<file path="src/rtl/cfgm_pkg.sv">
package cfgm_pkg;

   // register word indices
   localparam logic [2:0] RIX_LOC  = 3'd0;
   localparam logic [2:0] RIX_WDAT = 3'd1;
   localparam logic [2:0] RIX_RDAT = 3'd2;
   localparam logic [2:0] RIX_CTRL = 3'd3;
   localparam logic [2:0] RIX_STAT = 3'd4;
   localparam logic [2:0] RIX_CLR  = 3'd5;

   // command codes
   localparam logic [3:0] CMD_IO_RD = 4'h2;
   localparam logic [3:0] CMD_IO_WR = 4'h3;
   localparam logic [3:0] CMD_CF_RD = 4'hA;
   localparam logic [3:0] CMD_CF_WR = 4'hB;

   // status bit positions
   localparam int ST_DONE  = 0;
   localparam int ST_ABORT = 1;
   localparam int ST_BUSY  = 2;

   typedef enum logic [0:0] {
      SQ_IDLE = 1'b0,
      SQ_REQ  = 1'b1
   } sq_state_t;

   typedef struct packed {
      logic [7:0] bus;
      logic [7:0] devfn;
      logic [7:0] offs;
   } locator_t;

   function automatic logic cmd_is_read(input logic [3:0] c);
      return (c == CMD_IO_RD) || (c == CMD_CF_RD);
   endfunction

endpackage

</file>
<file path="src/rtl/cfgm_addr_form.sv">
module cfgm_addr_form
   import cfgm_pkg::*;
#(
   parameter int DW      = 32,
   parameter int BUS_LSB = 16,
   parameter int FN_LSB  = 8
) (
   input  locator_t          loc,
   output logic [DW-1:0]     addr
);

   if (FN_LSB < 8) begin : g_bad_fn
      $error("device/function field overlaps the register offset");
   end
   if (BUS_LSB < FN_LSB + 8) begin : g_bad_bus
      $error("bus field overlaps the device/function field");
   end
   if (BUS_LSB + 8 > DW) begin : g_bad_width
      $error("bus field does not fit the address width");
   end

   logic type1;
   assign type1 = (loc.bus != 8'd0);

   always_comb begin
      addr              = '0;
      addr[7:2]         = loc.offs[7:2];
      addr[FN_LSB +: 8] = loc.devfn;
      if (type1) begin
         addr[BUS_LSB +: 8] = loc.bus;
         addr[0]            = 1'b1;
      end
   end

endmodule

</file>
<file path="src/rtl/cfgm_seq.sv">
module cfgm_seq
   import cfgm_pkg::*;
#(
   parameter int DW      = 32,
   parameter int TIMEOUT = 6
) (
   input  logic          clk,
   input  logic          rst_n,
   input  logic          start,
   input  logic [3:0]    cmd_in,
   input  logic [3:0]    be_in,
   input  logic [DW-1:0] addr_in,
   input  logic [DW-1:0] wdat_in,
   input  logic          bus_ack,
   input  logic [DW-1:0] bus_rdata,
   output logic          bus_req,
   output logic [DW-1:0] bus_addr,
   output logic [3:0]    bus_cmd,
   output logic [3:0]    bus_be_n,
   output logic [DW-1:0] bus_wdata,
   output logic          busy,
   output logic          done_set,
   output logic          abort_set,
   output logic          rd_load,
   output logic [DW-1:0] rd_val
);

   if (TIMEOUT < 1) begin : g_bad_tmo
      $error("TIMEOUT must be at least one cycle");
   end

   sq_state_t     state;
   logic [3:0]    cmd_q;
   logic [3:0]    be_q;
   logic [DW-1:0] addr_q;
   logic [DW-1:0] wdat_q;
   logic          expire;
   logic          in_req;

   assign in_req = (state == SQ_REQ);

   // timeout variant chosen by parameter
   if (TIMEOUT == 1) begin : g_tmo_single
      assign expire = 1'b1;
   end else begin : g_tmo_count
      localparam int CNT_W = $clog2(TIMEOUT);
      logic [CNT_W-1:0] cnt;
      always_ff @(posedge clk or negedge rst_n) begin
         if (!rst_n)
            cnt <= '0;
         else if (!in_req)
            cnt <= '0;
         else if (!bus_ack)
            cnt <= cnt + 1'b1;
      end
      assign expire = (cnt == CNT_W'(TIMEOUT - 1));
   end

   always_ff @(posedge clk or negedge rst_n) begin
      if (!rst_n) begin
         state  <= SQ_IDLE;
         cmd_q  <= '0;
         be_q   <= '0;
         addr_q <= '0;
         wdat_q <= '0;
      end else begin
         unique case (state)
            SQ_IDLE: begin
               if (start) begin
                  state  <= SQ_REQ;
                  cmd_q  <= cmd_in;
                  be_q   <= be_in;
                  addr_q <= addr_in;
                  wdat_q <= wdat_in;
               end
            end
            SQ_REQ: begin
               if (bus_ack || expire)
                  state <= SQ_IDLE;
            end
            default: state <= SQ_IDLE;
         endcase
      end
   end

   assign done_set  = in_req && bus_ack;
   assign abort_set = in_req && !bus_ack && expire;
   assign rd_load   = cmd_is_read(cmd_q) && (done_set || abort_set);
   assign rd_val    = done_set ? bus_rdata : '1;

   assign busy      = in_req;
   assign bus_req   = in_req;
   assign bus_addr  = addr_q;
   assign bus_cmd   = cmd_q;
   assign bus_be_n  = be_q;
   assign bus_wdata = wdat_q;

endmodule

</file>
<file path="src/rtl/cfgm_regs.sv">
module cfgm_regs
   import cfgm_pkg::*;
#(
   parameter int DW = 32
) (
   input  logic          clk,
   input  logic          rst_n,
   input  logic          reg_we,
   input  logic [2:0]    reg_addr,
   input  logic [DW-1:0] reg_wdata,
   output logic [DW-1:0] reg_rdata,
   input  logic          busy,
   input  logic          done_set,
   input  logic          abort_set,
   input  logic          rd_load,
   input  logic [DW-1:0] rd_val,
   output locator_t      loc_q,
   output logic [DW-1:0] wdat_q,
   output logic [3:0]    ctrl_cmd,
   output logic [3:0]    ctrl_be,
   output logic          start_pulse,
   output logic          st_done,
   output logic          st_abort
);

   if (DW < 24) begin : g_bad_dw
      $error("data width must hold the locator fields");
   end

   localparam int NST = 2;

   logic [DW-1:0]  rdat_q;
   logic [NST-1:0] st_q;
   logic [NST-1:0] st_d;
   logic [NST-1:0] st_set;
   logic           clr_hit;

   assign clr_hit     = reg_we && (reg_addr == RIX_CLR);
   assign start_pulse = reg_we && (reg_addr == RIX_CTRL) && reg_wdata[0];
   assign st_set      = {abort_set, done_set};

   always_comb begin
      for (int i = 0; i < NST; i++) begin
         if (st_set[i])
            st_d[i] = 1'b1;
         else if (clr_hit && reg_wdata[i])
            st_d[i] = 1'b0;
         else
            st_d[i] = st_q[i];
      end
   end

   always_ff @(posedge clk or negedge rst_n) begin
      if (!rst_n) begin
         loc_q    <= '0;
         wdat_q   <= '0;
         rdat_q   <= '0;
         ctrl_cmd <= '0;
         ctrl_be  <= '0;
         st_q     <= '0;
      end else begin
         st_q <= st_d;
         if (reg_we && reg_addr == RIX_LOC)
            loc_q <= reg_wdata[23:0];
         if (reg_we && reg_addr == RIX_WDAT)
            wdat_q <= reg_wdata;
         if (reg_we && reg_addr == RIX_CTRL) begin
            ctrl_cmd <= reg_wdata[7:4];
            ctrl_be  <= reg_wdata[11:8];
         end
         if (rd_load)
            rdat_q <= rd_val;
      end
   end

   assign st_done  = st_q[ST_DONE];
   assign st_abort = st_q[ST_ABORT];

   always_comb begin
      reg_rdata = '0;
      unique case (reg_addr)
         RIX_LOC:  reg_rdata[23:0] = loc_q;
         RIX_WDAT: reg_rdata = wdat_q;
         RIX_RDAT: reg_rdata = rdat_q;
         RIX_CTRL: reg_rdata[11:4] = {ctrl_be, ctrl_cmd};
         RIX_STAT: reg_rdata[2:0] = {busy, st_q};
         default:  reg_rdata = '0;
      endcase
   end

endmodule

</file>
<file path="src/rtl/cfg_cycle_master.sv">
module cfg_cycle_master
   import cfgm_pkg::*;
#(
   parameter int DW      = 32,
   parameter int TIMEOUT = 6,
   parameter int BUS_LSB = 16,
   parameter int FN_LSB  = 8
) (
   input  logic          clk,
   input  logic          rst_n,
   input  logic          reg_we,
   input  logic [2:0]    reg_addr,
   input  logic [31:0]   reg_wdata,
   output logic [31:0]   reg_rdata,
   output logic          bus_req,
   output logic [31:0]   bus_addr,
   output logic [3:0]    bus_cmd,
   output logic [3:0]    bus_be_n,
   output logic [31:0]   bus_wdata,
   input  logic          bus_ack,
   input  logic [31:0]   bus_rdata
);

   if (DW != 32) begin : g_bad_top_dw
      $error("port widths are fixed at 32 bits");
   end

   locator_t      loc_q;
   logic [DW-1:0] wdat_q;
   logic [DW-1:0] formed_addr;
   logic [3:0]    ctrl_cmd;
   logic [3:0]    ctrl_be;
   logic          start_pulse;
   logic          busy;
   logic          done_set;
   logic          abort_set;
   logic          rd_load;
   logic [DW-1:0] rd_val;
   logic          st_done;
   logic          st_abort;

   cfgm_regs #(.DW(DW)) regs_i (
      .clk         (clk),
      .rst_n       (rst_n),
      .reg_we      (reg_we),
      .reg_addr    (reg_addr),
      .reg_wdata   (reg_wdata),
      .reg_rdata   (reg_rdata),
      .busy        (busy),
      .done_set    (done_set),
      .abort_set   (abort_set),
      .rd_load     (rd_load),
      .rd_val      (rd_val),
      .loc_q       (loc_q),
      .wdat_q      (wdat_q),
      .ctrl_cmd    (ctrl_cmd),
      .ctrl_be     (ctrl_be),
      .start_pulse (start_pulse),
      .st_done     (st_done),
      .st_abort    (st_abort)
   );

   cfgm_addr_form #(.DW(DW), .BUS_LSB(BUS_LSB), .FN_LSB(FN_LSB)) form_i (
      .loc  (loc_q),
      .addr (formed_addr)
   );

   cfgm_seq #(.DW(DW), .TIMEOUT(TIMEOUT)) seq_i (
      .clk       (clk),
      .rst_n     (rst_n),
      .start     (start_pulse),
      .cmd_in    (reg_wdata[7:4]),
      .be_in     (reg_wdata[11:8]),
      .addr_in   (formed_addr),
      .wdat_in   (wdat_q),
      .bus_ack   (bus_ack),
      .bus_rdata (bus_rdata),
      .bus_req   (bus_req),
      .bus_addr  (bus_addr),
      .bus_cmd   (bus_cmd),
      .bus_be_n  (bus_be_n),
      .bus_wdata (bus_wdata),
      .busy      (busy),
      .done_set  (done_set),
      .abort_set (abort_set),
      .rd_load   (rd_load),
      .rd_val    (rd_val)
   );

endmodule

</file>
<file path="config.mk">
export PLATFORM = sky130hd
export DESIGN_NAME = cfg_cycle_master
export DESIGN_NICKNAME = d
export VERILOG_FILES = /design/src/rtl/cfgm_pkg.sv /design/src/rtl/cfgm_addr_form.sv /design/src/rtl/cfgm_seq.sv /design/src/rtl/cfgm_regs.sv /design/src/rtl/cfg_cycle_master.sv
export SDC_FILE = /design/constraint.sdc
export NUM_CORES = 1
export LEC_CHECK = 0
export BUFFER_PORTS_ARGS = -buffer_cell sky130_fd_sc_hd__buf_2
export CAP_MARGIN = 20
export CORE_ASPECT_RATIO = 0.5
export CORE_MARGIN = 3
export CORE_UTILIZATION = 54
export DETAILED_ROUTE_END_ITERATION = 16
export PLACE_DENSITY = 0.79
export SLEW_MARGIN = 0
export SYNTH_ARGS = -nofsm -noshare
export SYNTH_HDL_FRONTEND = slang
export SYNTH_HIERARCHICAL = 1
export SYNTH_SLANG_ARGS = --single-unit
</file>
<file path="constraint.sdc">
create_clock -name clk -period 2.6 [get_ports clk]
set_clock_uncertainty 0.05 [all_clocks]
set_input_delay 0 -clock clk [delete_from_list [all_inputs] [get_ports clk]]
set_output_delay 0 -clock clk [all_outputs]
set_load 0.01 [all_outputs]
</file>
Word-level counts from Yosys, hierarchy flattened
Index checks and enable logic that the tools add are counted.
{"block": "totals", "out_inout_bits": 105, "reg_bits": 165, "input_bits": 71}
{"block": "classes", "mux": 17, "n_reduce_logical": 20, "bitwise_logic": 1, "n_addsub": 1, "n_eq_ne": 9}
{"cell": "$pmux W12 S3", "n": 1}
{"cell": "$mux W32", "n": 1}
{"cell": "$pmux W8 S4", "n": 1}
{"cell": "$pmux W8 S2", "n": 1}
{"cell": "$pmux W3 S4", "n": 1}
{"cell": "$logic_and A1 B1 Y1", "n": 11}
{"cell": "$eq A3 B3 Y1 const B", "n": 3}
{"cell": "$mux W8", "n": 1}
{"cell": "$reduce_bool A8 Y1", "n": 1}
{"cell": "$mux W1", "n": 7}
{"cell": "$eq A3 B2 Y1 const B", "n": 2}
{"cell": "$mux W3", "n": 2}
{"cell": "$eq A4 B2 Y1 const B", "n": 1}
{"cell": "$eq A4 B4 Y1 const B", "n": 1}
{"cell": "$reduce_bool A2 Y1", "n": 2}
{"cell": "$add A3 B1 Y3 const B", "n": 1}
{"cell": "$eq A3 B1 Y1 const B", "n": 1}
{"cell": "$logic_not A3 Y1", "n": 1}
{"cell": "$logic_or A1 B1 Y1", "n": 3}
{"cell": "$pmux W1 S3", "n": 1}
{"cell": "$ne A2 B2 Y1 const B", "n": 1}
{"cell": "$pmux W1 S2", "n": 1}
{"cell": "$reduce_and A2 Y1", "n": 1}
{"cell": "$logic_not A1 Y1", "n": 1}
{"cell": "$not A1 Y1", "n": 1}

Logic depth before layout (Yosys ltp)
Gate-level depths: netlist (run 1).
{"block": "logic_depth", "word_depth": 5, "mapped_depth": 7, "depth_no_buf": 5}

Modules after synthesis
Netlist (run 1), hierarchy kept.
{"module": "cfgm_regs", "cells_per_inst": 324, "n_inst": 1, "area_per_inst_um2": 4594.4}
{"module": "cfgm_seq", "cells_per_inst": 213, "n_inst": 1, "area_per_inst_um2": 3507.1}
{"module": "cfgm_addr_form", "cells_per_inst": 36, "n_inst": 1, "area_per_inst_um2": 230.2}

Worst setup path after synthesis (run 1)
No wires, ideal clock.
{"block": "synth_timing", "kind": "reg-to-reg", "startpoint": "register seq_i.g_tmo_count.cnt[1]", "endpoint": "register regs_i.rdat_q[10]", "setup_ps": 125, "stages_incl_launch_ff": 8, "setup_slack_ps": 685, "synth_period_minus_slack_ps": 1915, "arrival_time_ps": 1740, "path_cell_list": "dfrtp_1 > inv_1 > ha_1 > nand2_1 > a2111oi_0 > clkbuf_1 > buf_2 > mux2_2"}
{"block": "synth_between", "elab_chain_len": 4}
{"item": "start, declared", "line": "cfgm_seq.sv:47", "text": "logic [CNT_W-1:0] cnt;"}
{"item": "start signal, assigned", "line": "cfgm_seq.sv:54", "text": "cnt <= cnt + 1'b1;"}
{"item": "$eq A3 B3 Y1", "line": "cfgm_seq.sv:56", "text": "assign expire = (cnt == CNT_W'(TIMEOUT - 1));"}
{"item": "$logic_and A1 B1 Y1", "line": "cfgm_seq.sv:87", "text": "assign abort_set = in_req && !bus_ack && expire;"}
{"item": "$logic_or A1 B1 Y1", "line": "cfgm_seq.sv:88", "text": "assign rd_load = cmd_is_read(cmd_q) && (done_set || abort_set);"}
{"item": "$logic_and A1 B1 Y1", "line": "cfgm_seq.sv:88"}
{"item": "net rd_load", "line": "cfg_cycle_master.sv:37", "text": "logic rd_load;"}
{"item": "end signal, assigned", "line": "cfgm_regs.sv:72", "text": "rdat_q <= rd_val;"}
{"item": "end, declared", "line": "cfgm_regs.sv:32", "text": "logic [DW-1:0] rdat_q;"}
The timed path passes the listed nets, and every way through them passes these cells.
A chain may end at the register's enable or synchronous reset.

Worst setup path after layout (run 1)
{"block": "layout_timing", "startpoint": "register seq_i.state, in the netlist seq_i/bus_req", "endpoint": "register regs_i.rdat_q[27]"}
{"block": "layout_between", "elab_chain_len": 4, "elab_cells_between_ends": 6}
{"item": "start, declared", "line": "cfgm_seq.sv:32", "text": "sq_state_t state;"}
{"item": "start signal, assigned", "line": "cfgm_seq.sv:61", "text": "state <= SQ_IDLE;"}
{"item": "start signal, assigned", "line": "cfgm_seq.sv:70", "text": "state <= SQ_REQ;"}
{"item": "start signal, assigned", "line": "cfgm_seq.sv:79", "text": "state <= SQ_IDLE;"}
{"item": "$logic_and A1 B1 Y1 (2 in a row)", "line": "cfgm_seq.sv:87"}
{"item": "$logic_or A1 B1 Y1 (*)", "line": "cfgm_seq.sv:88"}
{"item": "$logic_and A1 B1 Y1 (*)", "line": "cfgm_seq.sv:88"}
{"item": "net rd_load", "line": "cfg_cycle_master.sv:37"}
Mark *: on every way through the listed nets, which the timed path passes. The rest lies on a longest branch.

==> impl_metrics.yaml, run 1 <==
setup_path:
  cp.depth: 4
  crit_type: "reg -> reg"
  critical_path.top_delay_family: "flip-flops"
  critPathCapture: "regs_i/rdat_q[27]$_DFFE_PN0P_"
  crit_chain: "nand2_1, a2111oi_2, buf_4, mux2_2"
  crit_arrival_ns: 2.28
  cp_num_buf_inv: 1
  crit_fanout: 18
  r2r-start: "seq_i/bus_req$_DFF_PN0_"
  r2r-end: "regs_i/rdat_q[27]$_DFFE_PN0P_"
  cp.required_ns: 2.85
  worstRegToRegCells: 4
  slowest_stage: "dfrtp_1"
  endpoint_kind: "flip-flop"
  regToRegSetupSlack_ns: 0.56
  worstSetupStartpoint: "seq_i/bus_req$_DFF_PN0_"
  cp-start-kind: "flip-flop"
  critPathMaxStageDelay_ns: 0.59
timing:
  clock.fmax_mhz: 491
  max_slew_margin: 0.584
  tns_ns: 0
  timing.hold.ws_ns: 0.0377
  period_needed_ns: 2.04
  maxSlewViolCount: 0
  layout_worst_path_cycle_share: 0.784
  worst_pin_slew_ns: 0.624
  rsz0062_at_grt: "false"
  finalSetupViolCount: 0
  finalHoldViolCount: 0
cells_and_area:
  area_delta_synth_final_pct: 24.2
  fillers: 1005
  drive_gt1_frac: 0.522
  fin_util: 0.700
  finalNetCount: 864
logic_synthesis:
  synthArstFlopShare: 1.00
  synth_seq_cells: 174
  yosys.area.top_type: "dfrtp_1"
  syn_avg_cell_area_um2: 14.5
  yosys-top-cells-count: "dfrtp_1, mux2_4, mux2_2, or2_2, mux2_1"
  synthDominantCellAreaShare: 0.523
  synth_ff_type: "dfrtp_1"
  yosys_warnings: 6
  ys_seq_area_frac: 0.523
  syn-cell-area_mm2: 0.00833
  synth_edf_count: 0
  yosysMostFrequentCell: "dfrtp_1"
  synth_cell_types: 38
  synth_cells: 573
  synth_area_leaders: "dfrtp_1, mux2_4, mux2_2"
placement:
  hpwl_um: 12500
  routabilityCongestion: 0.814
  portBuffers: 175
pwr:
  finalPower_mw: 8.00
  p_leak_nw: 4.78
  vdd_drop_max_mv: 0.492
  power.density_mw_per_mm2: 773
clock_tree:
  cts_sinks: 174
  post-cts-setup-buffers: 0
  clock_latency_ns: 0.42
  htreeDepth: 4
  clk_pin_slew_ns: 0.07
  cts_tree: "done"
  cts.path.max_buffers: 2
  cts_buffers: 17
  cts-root-buf: "clkbuf_16"
floorplanning:
  die_w_um: 182
  ios: 176
  placementRows: 31
  initial_core_util: 0.564
  dieArea_mm2: 0.0170
  core-area_mm2: 0.0148
  fp.dieH_um: 93.8
status:
  status: "finished, final reports clean"
global_routing:
  grt_pass1_wl_um: 30100
  grt_overflow: 0
  antenna_found_initial: 0
  grtUsageTotal: 0.227
  grt_start_max_net_pins: 68
  grt_pass1_vias: 5606
route:
  routed_wl_um: 19100
  wl_per_cell_um: 19.0
  via_per_inst: 5.21
  ant_nets: 0
  route.detailed.drc: 0
  first_iter_violations: 281
  vias: 5224
  drt_first_pass_iters: 4
run:
  drv_cap: 0
hold_path:
  min_path_type: "in -> async"
==> cell families after synthesis <==
family | share of synthesized area
simple gates | 0.0707
buf+inv | 0.0685
fa+ha+maj | 0.00300
xor+xnor | 0.00105
mux | 0.308
flops | 0.523
compound gates | 0.0257
other cells | 0.000450
==> registers in the layout, indices dropped and copies added, names as in the netlist <==
register / cells
regs_i/ctrl_cmd: 4
regs_i/rdat_q: 32
seq_i/g_tmo_count.cnt: 3
regs_i/loc_q: 24
seq_i/bus_req: 1
regs_i/ctrl_be: 4
regs_i/wdat_q: 32
seq_i/bus_addr: 32
seq_i/bus_be_n: 4
seq_i/bus_cmd: 4
regs_i/st_q: 2
seq_i/bus_wdata: 32
==> metrics by stage <==
step | area (um^2) | cells | setup slack, ns
global route | 10300 | 1001 | 0.473
finish | 10300 | 1003 | 0.562
detailed placement | 9100 | 903 | 0.589
CTS | 10300 | 1001 | 0.573
global placement | 9100 | 903 | 0.627
floorplan | 8360 | 581 | 0.685
==> worst reg2reg max path, stage by stage (launching register included) <==
cell	delay (ns)
dfrtp_1	0.59
nand2_1	0.13
a2111oi_2	0.42
buf_4	0.35
mux2_2	0.39
==> power by group <==
group          switching, mW  total (mW)  internal (mW)
Combinational          0.733        1.84           1.10
Clock                   1.08        2.49           1.40
Sequential             0.398        3.67           3.27
Total                   2.22        8.00           5.78
==> placed cells by master, fill, tap and decap left out, drive strengths merged <==
master / count
inv: 7
and3b: 1
o211a: 1
mux2i: 16
clkinvlp: 2
clkinv: 5
nand4: 2
conb: 9
dlygate4sd3: 67
clkbuf: 20
dfrtp: 174
a22oi: 11
nand2: 18
xnor2: 1
and2: 1
ha: 2
a21oi: 13
nand4bb: 1
nand4b: 1
mux2: 168
nor4: 2
o22ai: 3
buf: 192
diode: 2
or2: 46
a21o: 2
nor4b: 1
a2111oi: 1
mux4: 8
nor2b: 14
nand2b: 1
o21ai: 1
nor3b: 1
a31o: 1
nor2: 9
bufinv: 1
==> cell type report <==
class                      instances  area, um^2  area share
timing repair buffer             259        1710       0.165
multi-input combinational        335        3450       0.333
sequential                       174        4350       0.421
tap                              198         248      0.0239
inverter                           4        15.0     0.00145
clock inverter                    11         108      0.0104
clock buffer                      20         467      0.0451
antenna                            2        5.00    0.000484
==> metal layers <==
| layer | GRT usage | vias up | wire [um] |
|---|---|---|---|
| met5 | 0 | - | 0 |
| met4 | 0.0665 | 0 | 191 |
| met3 | 0.0425 | 19 | 969 |
| met2 | 0.383 | 150 | 9360 |
| met1 | 0.303 | 2669 | 8560 |
| li1 | - | 2386 | - |
==> what timing repair did <==
| action | 4_1_cts | 5_1_grt |
|---|---|---|
| hold endpoints to repair | 250 | 0 |
| gates resized for setup | 0 | 0 |
| hold buffers | 67 | 0 |
==> how the worst min path moves through the flow <==
stage | depth (start not counted) | to | slack (ns) | start
6_report | 2 | seq_i/bus_addr[30]$_DFFE_PN0P_ | 0.04 | rst_n
5_1_grt | 2 | seq_i/bus_addr[30]$_DFFE_PN0P_ | 0.08 | rst_n
4_1_cts | 2 | seq_i/bus_cmd[3]$_DFFE_PN0P_ | 0.04 | rst_n
3_5_place_dp | 1 | seq_i/bus_addr[30]$_DFFE_PN0P_ | -0.07 | rst_n
3_3_place_gp | 1 | seq_i/bus_addr[30]$_DFFE_PN0P_ | -0.08 | rst_n
2_1_floorplan | 0 | regs_i/ctrl_be[0]$_DFFE_PN0P_ | -0.35 | rst_n
Note: power is estimated with default switching activity, not from simulation.
==> run 2, diff against run 1 <==
--- a/config.mk
+++ b/config.mk
@@ -9,9 +9,9 @@
 export CAP_MARGIN = 20
 export CORE_ASPECT_RATIO = 0.5
 export CORE_MARGIN = 3
-export CORE_UTILIZATION = 54
+export CORE_UTILIZATION = 50
 export DETAILED_ROUTE_END_ITERATION = 16
-export PLACE_DENSITY = 0.79
+export PLACE_DENSITY = 0.77
 export SLEW_MARGIN = 0
 export SYNTH_ARGS = -nofsm -noshare
 export SYNTH_HDL_FRONTEND = slang
==> constraint.sdc (replaced) <==
create_clock -name clk -period 1.75 [get_ports clk]
set_clock_uncertainty 0.05 [all_clocks]
set_input_delay 0 -clock clk [delete_from_list [all_inputs] [get_ports clk]]
set_output_delay 0 -clock clk [all_outputs]
set_load 0.01 [all_outputs]
==> impl_metrics.yaml, run 2 (synthesis gave the netlist of run 1 again) <==
setup_path:
  endpoint_kind: "flip-flop"
  critical_path.top_delay_family: "flip-flops"
  crit_type: "reg -> reg"
  crit_arrival_ns: 2.04
  cp-start-kind: "flip-flop"
  crit_chain: "inv_1, ha_1, nand2_2, a2111oi_4, buf_6, mux2_2"
  crit_fanout: 16
  critPathMaxStageDelay_ns: 0.37
  cp.required_ns: 2.00
  slowest_stage: "dfrtp_1"
  cp_num_buf_inv: 2
pwr:
  power_frac_clock: 0.318
  p_switching_mw: 3.36
  power.density_mw_per_mm2: 1130
  power_frac_comb: 0.230
  switching_share: 0.278
  pwr-share-seq: 0.452
  p_leak_nw: 4.90
  vdd_drop_max_mv: 0.693
  internal-power_mw: 8.71
global_routing:
  grtUsageTotal: 0.223
  antenna_found_initial: 1
  grt_start_max_net_pins: 41
  grt_overflow: 0
  grt_pass1_vias: 5827
  grt_pass1_wl_um: 31900
timing:
  rsz0062_at_grt: "true"
  clock.fmax_mhz: 561
  finalHoldViolCount: 0
  layout_worst_path_cycle_share: 1.02
  setup_slack_ns: -0.0337
  period_needed_ns: 1.78
  timing.hold.ws_ns: 0.0134
  finalSetupViolCount: 27
  maxSlewViolCount: 0
floorplanning:
  die_w_um: 189
  core-area_mm2: 0.0159
  placementRows: 32
  initial_core_util: 0.525
  ios: 176
  dieArea_mm2: 0.0183
  fp.dieH_um: 97.3
cells_and_area:
  finalNetCount: 881
  final_cell_area_mm2: 0.0106
  mostFrequentLayoutCells: "buf_2, dfrtp_1, mux2_4"
  fin_util: 0.671
  drive_gt1_frac: 0.533
  fillers: 1168
  area_delta_synth_final_pct: 27.7
route:
  vias: 5341
  wl_per_cell_um: 18.8
  wl_met2_um: 9710
  via_per_inst: 5.12
  route.detailed.drc: 0
  first_iter_violations: 270
  drt_first_pass_iters: 6
  wl_met3_um: 802
  ant_nets: 0
  drt-met1-wl_um: 8770
  routed_wl_um: 19600
  routed.top_layer: "met4"
clock_tree:
  cts_sinks: 174
  cts_tree: "done"
  post-cts-setup-buffers: 0
  htreeDepth: 4
  cts_buffers: 17
  cts.path.max_buffers: 2
  clock_latency_ns: 0.42
  clk_pin_slew_ns: 0.07
  cts-root-buf: "clkbuf_16"
status:
  status: "finished with violations"
  violations: "setup timing"
run:
  drv_cap: 0
placement:
  routabilityCongestion: 0.824
  place_area_mm2: 0.00936
  portBuffers: 175
  hpwl_um: 13200
hold_path:
  min_path_type: "in -> async"
run 2: cell types whose count changed in the layout (fill, tap and decap cells not counted), sizes merged:
cell,change
clkinv,-1
diode,-1
clkbuf,-1
bufinv,+1
buf,+17
inv,+2
run 2: per-layer routing:
metal  track usage  vias to the layer above
met5             0                        -
met4        0.0698                        0
met3        0.0440                       24
met2         0.369                      148
met1         0.297                     2747
li1              -                     2422
run 2: power groups by stage:
stage,Sequential (mW),Clock (mW),Combinational (mW)
after global placement,5.46,0,2.61
final,5.46,3.83,2.78
after CTS,5.46,3.95,2.79
after detailed placement,5.51,0,2.67
after global routing,5.57,4.12,2.98
after floorplan,5.61,0,1.55
run 2: repair_timing:
action / 4_1_cts / 5_1_grt
resized for setup: 2 / 1
hold endpoints to repair: 284 / 0
setup endpoints to repair: 32 / 32
pin swaps: 0 / 0
hold buffers: 67 / 0
run 2: final timing paths:
path	startpoint	slack (ns)	cells after the start	to
max	seq_i/g_tmo_count.cnt[1]$_DFFE_PN0N_	-0.03	6	regs_i/rdat_q[17]$_DFFE_PN0P_
max in group asynchronous	rst_n	1.02	3	seq_i/bus_wdata[4]$_DFFE_PN0P_
max reg2reg	seq_i/g_tmo_count.cnt[1]$_DFFE_PN0N_	-0.03	6	regs_i/rdat_q[17]$_DFFE_PN0P_
min in group clk	reg_addr[2]	0.12	4	regs_i/loc_q[5]$_DFFE_PN0P_
min	rst_n	0.01	2	regs_i/rdat_q[24]$_DFFE_PN0P_
min reg2reg	regs_i/st_q[1]$_DFFE_PN0P_	0.45	1	regs_i/st_q[1]$_DFFE_PN0P_
run 2: area by class of cell:
cell class | instances | area (um^2) | area share
well taps | 221 | 277 | 0.0260
repair buffers | 276 | 1930 | 0.181
multi-input cells | 335 | 3470 | 0.326
flip-flops and latches | 174 | 4350 | 0.409
clock buffers | 19 | 443 | 0.0416
clock inverters | 13 | 154 | 0.0145
diodes | 1 | 2.50 | 0.000235
inverters | 4 | 15.0 | 0.00141
run 2: stage by stage:
step,instances,setup WS (ns),power [mW],TNS [ns]
2_1_floorplan,581,-0.0109,7.16,-0.327
3_3_place_gp,943,-0.0414,8.07,-0.985
3_5_place_dp,943,-0.0575,8.18,-1.21
4_1_cts,1042,-0.0356,12.2,-0.537
5_1_grt,1043,-0.110,12.7,-2.94
6_report,1043,-0.0337,12.1,-0.405
run 2: worst register-to-register path, stage by stage (launching register included):
cell and delay [ns]:
dfrtp_1 0.37, inv_1 0.06, ha_1 0.15, nand2_2 0.07, a2111oi_4 0.35, buf_6 0.26
mux2_2 0.37
